### config.mk
export PLATFORM = sky130hd
export DESIGN_NAME = fb_steal_arbiter
export DESIGN_NICKNAME = d
export VERILOG_FILES = /design/src/rtl/fbsa_pkg.sv /design/src/rtl/fbsa_scan_addr.sv /design/src/rtl/fbsa_shifter.sv /design/src/rtl/fbsa_arbiter.sv /design/src/rtl/fb_steal_arbiter.sv
export SDC_FILE = /design/constraint.sdc
export NUM_CORES = 1
export LEC_CHECK = 0
export CORE_MARGIN = 2
export CORE_UTILIZATION = 47
export DETAILED_ROUTE_END_ITERATION = 12
export PLACE_DENSITY_LB_ADDON = 0.1
export SYNTH_ARGS = -nofsm -noshare
export SYNTH_HDL_FRONTEND = slang
export SYNTH_SLANG_ARGS = --single-unit
### constraint.sdc
create_clock -name clk -period 3.65 [get_ports clk]
set_input_delay 0.5475 -clock clk [delete_from_list [all_inputs] [get_ports clk]]
set_output_delay 0.5475 -clock clk [all_outputs]
set_load 0.1 [all_outputs]
### src/rtl/fbsa_pkg.sv
package fbsa_pkg;

  typedef enum logic [1:0] {
    OWN_NONE = 2'd0,
    OWN_CPU  = 2'd1,
    OWN_SCAN = 2'd2
  } mem_owner_e;

  // The display fetch always wins the single SRAM port.
  function automatic mem_owner_e pick_owner(input logic scan_req, input logic host_req);
    if (scan_req)      return OWN_SCAN;
    else if (host_req) return OWN_CPU;
    else               return OWN_NONE;
  endfunction

endpackage

### src/rtl/fbsa_scan_addr.sv
module fbsa_scan_addr #(
  parameter int AW = 12
) (
  input  logic          clk,
  input  logic          rst_n,
  input  logic          clear,
  input  logic          step,
  input  logic [AW-1:0] base,
  input  logic [AW-1:0] words,
  output logic [AW-1:0] addr,
  output logic          last
);

  logic [AW-1:0] idx;

  // A frame of zero words is treated as one word.
  function automatic logic at_frame_end(input logic [AW-1:0] i, input logic [AW-1:0] n);
    logic [AW:0] nxt;
    nxt = {1'b0, i} + {{AW{1'b0}}, 1'b1};
    return nxt >= {1'b0, n};
  endfunction

  assign last = at_frame_end(idx, words);

  always_ff @(posedge clk) begin
    if (!rst_n) begin
      addr <= '0;
      idx  <= '0;
    end else if (clear) begin
      addr <= base;
      idx  <= '0;
    end else if (step) begin
      if (last) begin
        addr <= base;
        idx  <= '0;
      end else begin
        addr <= addr + 1'b1;
        idx  <= idx + 1'b1;
      end
    end
  end

endmodule

### src/rtl/fbsa_shifter.sv
module fbsa_shifter #(
  parameter int DW       = 16,
  parameter int FETCH_AT = 12
) (
  input  logic          clk,
  input  logic          rst_n,
  input  logic          run,
  input  logic          fill,
  input  logic [DW-1:0] fill_data,
  output logic          need_fill,
  output logic          load_edge,
  output logic          hold_valid,
  output logic          ser_out,
  output logic          ser_valid,
  output logic          underflow
);

  localparam int CW = $clog2(DW);
  localparam logic [CW-1:0] LAST_BIT = CW'(DW - 1);
  localparam logic [CW-1:0] LEAD_BIT = CW'(FETCH_AT);

  logic [DW-1:0] shreg;
  logic [DW-1:0] hold;
  logic [CW-1:0] bitcnt;
  logic          active;
  logic          ufl;

  function automatic logic fetch_window(input logic act, input logic [CW-1:0] cnt);
    return !act || (cnt >= LEAD_BIT);
  endfunction

  assign load_edge = run && active && (bitcnt == LAST_BIT);
  assign need_fill = run && !hold_valid && fetch_window(active, bitcnt);
  assign ser_out   = shreg[DW-1];
  assign ser_valid = active;
  assign underflow = ufl;

  always_ff @(posedge clk) begin
    if (!rst_n) begin
      shreg      <= '0;
      hold       <= '0;
      bitcnt     <= '0;
      active     <= 1'b0;
      hold_valid <= 1'b0;
      ufl        <= 1'b0;
    end else if (!run) begin
      shreg      <= '0;
      bitcnt     <= '0;
      active     <= 1'b0;
      hold_valid <= 1'b0;
    end else begin
      if (load_edge) begin
        bitcnt <= '0;
        if (hold_valid) begin
          shreg      <= hold;
          hold_valid <= 1'b0;
        end else begin
          ufl    <= 1'b1;
          active <= 1'b0;
        end
      end else if (active) begin
        shreg  <= {shreg[DW-2:0], 1'b0};
        bitcnt <= bitcnt + 1'b1;
      end else if (hold_valid) begin
        shreg      <= hold;
        active     <= 1'b1;
        bitcnt     <= '0;
        hold_valid <= 1'b0;
      end
      if (fill) begin
        hold       <= fill_data;
        hold_valid <= 1'b1;
      end
    end
  end

endmodule

### src/rtl/fbsa_arbiter.sv
module fbsa_arbiter
  import fbsa_pkg::*;
#(
  parameter int AW  = 12,
  parameter int DW  = 16,
  parameter int BEW = 2
) (
  input  logic           scan_req,
  input  logic [AW-1:0]  scan_addr,
  input  logic           cpu_req,
  input  logic           cpu_we,
  input  logic [BEW-1:0] cpu_be,
  input  logic [AW-1:0]  cpu_addr,
  input  logic [DW-1:0]  cpu_wdata,
  output logic [DW-1:0]  cpu_rdata,
  output logic           cpu_wait,
  output logic           fetch_go,
  output logic [AW-1:0]  mem_addr,
  output logic           mem_we,
  output logic [BEW-1:0] mem_be,
  output logic [DW-1:0]  mem_wdata,
  input  logic [DW-1:0]  mem_rdata
);

  mem_owner_e owner;
  logic       host_go;

  always_comb begin
    owner     = pick_owner(scan_req, cpu_req);
    fetch_go  = (owner == OWN_SCAN);
    host_go   = (owner == OWN_CPU);
    cpu_wait  = cpu_req && fetch_go;
    mem_addr  = fetch_go ? scan_addr : cpu_addr;
    mem_we    = host_go && cpu_we;
    mem_be    = host_go ? cpu_be : '1;
    mem_wdata = cpu_wdata;
    cpu_rdata = (host_go && !cpu_we) ? mem_rdata : '0;
  end

endmodule

### src/rtl/fb_steal_arbiter.sv
module fb_steal_arbiter #(
  parameter int AW       = 12,
  parameter int DW       = 16,
  parameter int FETCH_AT = DW - 4
) (
  input  logic            clk,
  input  logic            rst_n,
  input  logic            scan_en,
  input  logic [AW-1:0]   fb_base,
  input  logic [AW-1:0]   frame_words,
  input  logic            cpu_req,
  input  logic            cpu_we,
  input  logic [DW/8-1:0] cpu_be,
  input  logic [AW-1:0]   cpu_addr,
  input  logic [DW-1:0]   cpu_wdata,
  output logic [DW-1:0]   cpu_rdata,
  output logic            cpu_wait,
  output logic [AW-1:0]   mem_addr,
  output logic            mem_we,
  output logic [DW/8-1:0] mem_be,
  output logic [DW-1:0]   mem_wdata,
  input  logic [DW-1:0]   mem_rdata,
  output logic            ser_out,
  output logic            ser_valid,
  output logic            underflow
);

  localparam int BEW = DW / 8;

  // Named internal events, also observed by the bound checker.
  logic          need_fill;
  logic          fetch_go;
  logic          load_edge;
  logic          hold_valid;
  logic          last_word;
  logic [AW-1:0] scan_addr;

  fbsa_scan_addr #(.AW(AW)) u_scan (
    .clk   (clk),
    .rst_n (rst_n),
    .clear (!scan_en),
    .step  (fetch_go),
    .base  (fb_base),
    .words (frame_words),
    .addr  (scan_addr),
    .last  (last_word)
  );

  fbsa_arbiter #(.AW(AW), .DW(DW), .BEW(BEW)) u_arb (
    .scan_req  (need_fill),
    .scan_addr (scan_addr),
    .cpu_req   (cpu_req),
    .cpu_we    (cpu_we),
    .cpu_be    (cpu_be),
    .cpu_addr  (cpu_addr),
    .cpu_wdata (cpu_wdata),
    .cpu_rdata (cpu_rdata),
    .cpu_wait  (cpu_wait),
    .fetch_go  (fetch_go),
    .mem_addr  (mem_addr),
    .mem_we    (mem_we),
    .mem_be    (mem_be),
    .mem_wdata (mem_wdata),
    .mem_rdata (mem_rdata)
  );

  fbsa_shifter #(.DW(DW), .FETCH_AT(FETCH_AT)) u_shift (
    .clk        (clk),
    .rst_n      (rst_n),
    .run        (scan_en),
    .fill       (fetch_go),
    .fill_data  (mem_rdata),
    .need_fill  (need_fill),
    .load_edge  (load_edge),
    .hold_valid (hold_valid),
    .ser_out    (ser_out),
    .ser_valid  (ser_valid),
    .underflow  (underflow)
  );

endmodule

==> results.toml <==
[run_status]
status = "finished, final reports clean"

[critical_path]
cp_max_fo = 18
reg2regPathDepth = 11
timing.rr.end = "u_scan.idx[10]$_SDFFE_PN0P_"
crit_type = "flop to flop"
end_kind = "flop"
r2r-start = "u_scan.idx[2]$_SDFFE_PN0P_"
crit_arrival_ps = 3530
cp-startpoint = "u_scan.idx[2]$_SDFFE_PN0P_"
r2r_setup_slack_ps = 330
critPathRequiredTime_ps = 3860
start_kind = "flop"

[layout]
nNetsFinal = 660
regArea_um2 = 1260
fin_cells = 679
mostFrequentLayoutCells = "nand2_1, dfxtp_1, clkdlybuf4s50_1"
multi_input_comb_area_um2 = 2350
final_cell_area_um2 = 5340
final_layout_size_suffix_gt1_frac = 0.117
n_fill_cell = 688
layout_commonest_cell = "nand2_1"
syn_to_final_growth_pct = 35.6
post-route-util = 0.653
antennaDiodeCount = 0

[route]
ant_nets = 0
first_pass_iters = 4
route.detailed.wl_per_inst_um = 14.7
wl_met1_um = 4420
vias_per_cell = 5.69
wl_met2_um = 4900
wl_met3_um = 541
vias = 3865
drc = 0
drt_iter0_markers = 96
wirelength_um = 9990
top_layer_used = "met4"

[yosys]
syn_inst = 507
ys.warnings.count = 0
synth.avg_cell_area_um2 = 7.76
yosysTopAreaCell = "dfxtp_1"
yosys.cell_types.count = 54
ys_ff_latch = 63
ys.flop_type = "dfxtp_1"
netlist_area_um2 = 3930
synth_edf_count = 0
ys_seq_area_frac = 0.321
synthTopCellsByArea = "dfxtp_1, nand2_1, ha_1"
yosys.area.top_type_share = 0.321
synthArstFlopShare = 0
syn_nets = 598

[timing]
hold_viol = 0
fmax_ghz = 0.301
fin_tns_setup_ps = 0
setup_viol = 0
tightest_slew_ps = 999
finalCriticalPeriod_ps = 3320
fin_worst_skew_ps = 6.36
fin_crit_sh = 0.910
rsz0062_at_grt = "no"
slew_violations = 0
relSlewSlack = 0.332

[clock_network]
cts_hold_buf = 0
clk_latency_ps = 340
cts_resized = 0
tritoncts = "built"
clk_path_buf_depth = 2
cts-root-buf = "clkbuf_8"
postCtsSetupBuffers = 0
cts_sinks = 63
numCtsBuffers = 9
h-tree-depth = 3
clkTransAtPathRegs_ps = 70

[floorplanning]
pin_count = 126
initial_utilization = 0.481
coreArea_um2 = 8180
die-area_um2 = 9120
die_width_um = 95.5
std_cell_rows = 33
die_h_um = 95.5

[min_path]
hold_class = "flop to flop"
min-delay-start = "u_shift.hold[0]$_SDFFE_PN0P_"
whs_path_depth = 2
hold_path_end = "u_shift.hold[0]$_SDFFE_PN0P_"

[job]
cap_violations = 0

[placed_design]
place_area_um2 = 5110
dp_cells = 663
dpl.hpwl_um = 7330
portBuffers = 93
place_congestion = 0.881

[power_and_ir_drop]
power_frac_comb = 0.251
power_density_nw_per_um2 = 354
clockPowerShare = 0.358
switchingPower_uw = 583
peakVddDrop_mv = 0.191
swShare = 0.309
seqPwrFrac = 0.390
p_int_mw = 1.31
p_leak_nw = 2.12

[global_route]
grt_overflow_total = 0
antenna_found_initial = 0
grt_pass1_vias = 3657
grt_max_degree = 42
grt_usage = 0.226
grt_pass1_wl_um = 16400
[synthesized netlist by cell type (6+ instances only)]
cell / n
nand2_1: 93
dfxtp_1: 63
nor2_1: 35
nand3_1: 29
clkbuf_1: 24
and2_1: 21
a211oi_1: 19
mux2i_1: 18
a21boi_0: 17
buf_4: 17
ha_1: 16
inv_1: 16
a21oi_1: 14
o211ai_1: 12
o21ai_0: 8
o221ai_1: 8
xnor2_1: 8
nor3_1: 7
a32oi_1: 6
and3_1: 6
buf_2: 6
nand4_1: 6
[cells by family after synthesis]
logic type | Yosys count | share of synthesized area
compound gates | 105 | 0.197
xor+xnor | 9 | 0.0200
simple gates | 228 | 0.281
buf+inv | 68 | 0.0852
flops | 63 | 0.321
mux | 18 | 0.0458
fa+ha+maj | 16 | 0.0509
[cell type report]
cell class / instances / share of cell area
Sequential cell: 63 / 0.236
Timing Repair Buffer: 103 / 0.246
Clock inverter: 5 / 0.0152
Multi-Input combinational cell: 376 / 0.440
Tap cell: 105 / 0.0246
Inverter: 16 / 0.0113
Clock buffer: 11 / 0.0265
[layer usage]
layer	vias to the layer above	global-route usage
met4	0	0.0631
met5	-	0
met2	113	0.397
met1	1833	0.274
met3	15	0.0553
li1	1904	-
[worst max-delay path by stage]
stage,to,depth (start not counted)
5_1_grt,u_scan.addr[8]$_SDFFE_PN0P_,11
6_report,u_scan.idx[10]$_SDFFE_PN0P_,11
3_3_place_gp,u_scan.idx[10]$_SDFFE_PN0P_,11
4_1_cts,u_scan.idx[10]$_SDFFE_PN0P_,11
2_1_floorplan,mem_addr[10],6
3_5_place_dp,u_scan.addr[9]$_SDFFE_PN0P_,11
[worst max-delay path, cell delays in order (launching register included)]
cell and delay (ps):
dfxtp_1 500, and3_1 250, nand3_1 200, o21ai_0 300
nand2_1 90, ha_1 310, nand3_2 100, or4_4 540
o211a_1 350, buf_4 290, a32oi_1 200, nor2_1 50
[registers in the layout, summed over array words and instances (netlist names)]
name,count
u_scan.idx,12
u_shift.underflow,1
u_shift.hold_valid,1
u_scan.addr,12
u_shift.ser_valid,1
u_shift.shreg,16
u_shift.hold,16
u_shift.bitcnt,4
[per-stage QoR]
| stage | hold WS, ps | power [mW] | setup slack, ps |
|---|---|---|---|
| 3_3_place_gp | 448 | 1.22 | 503 |
| 6_report | 465 | 1.89 | 329 |
| 5_1_grt | 490 | 1.96 | 32.4 |
| 2_1_floorplan | 443 | 1.11 | 259 |
| 3_5_place_dp | 459 | 1.23 | 408 |
| 4_1_cts | 468 | 1.90 | 380 |
[power by group through the flow]
stage | sequential, mW | clock (mW) | combinational [mW]
finish | 0.737 | 0.676 | 0.475
detailed placement | 0.752 | 0 | 0.477
CTS | 0.737 | 0.688 | 0.478
global placement | 0.751 | 0 | 0.472
floorplan | 0.745 | 0 | 0.365
global route | 0.741 | 0.717 | 0.504
No activity file was read; power rests on OpenSTA's default activity.
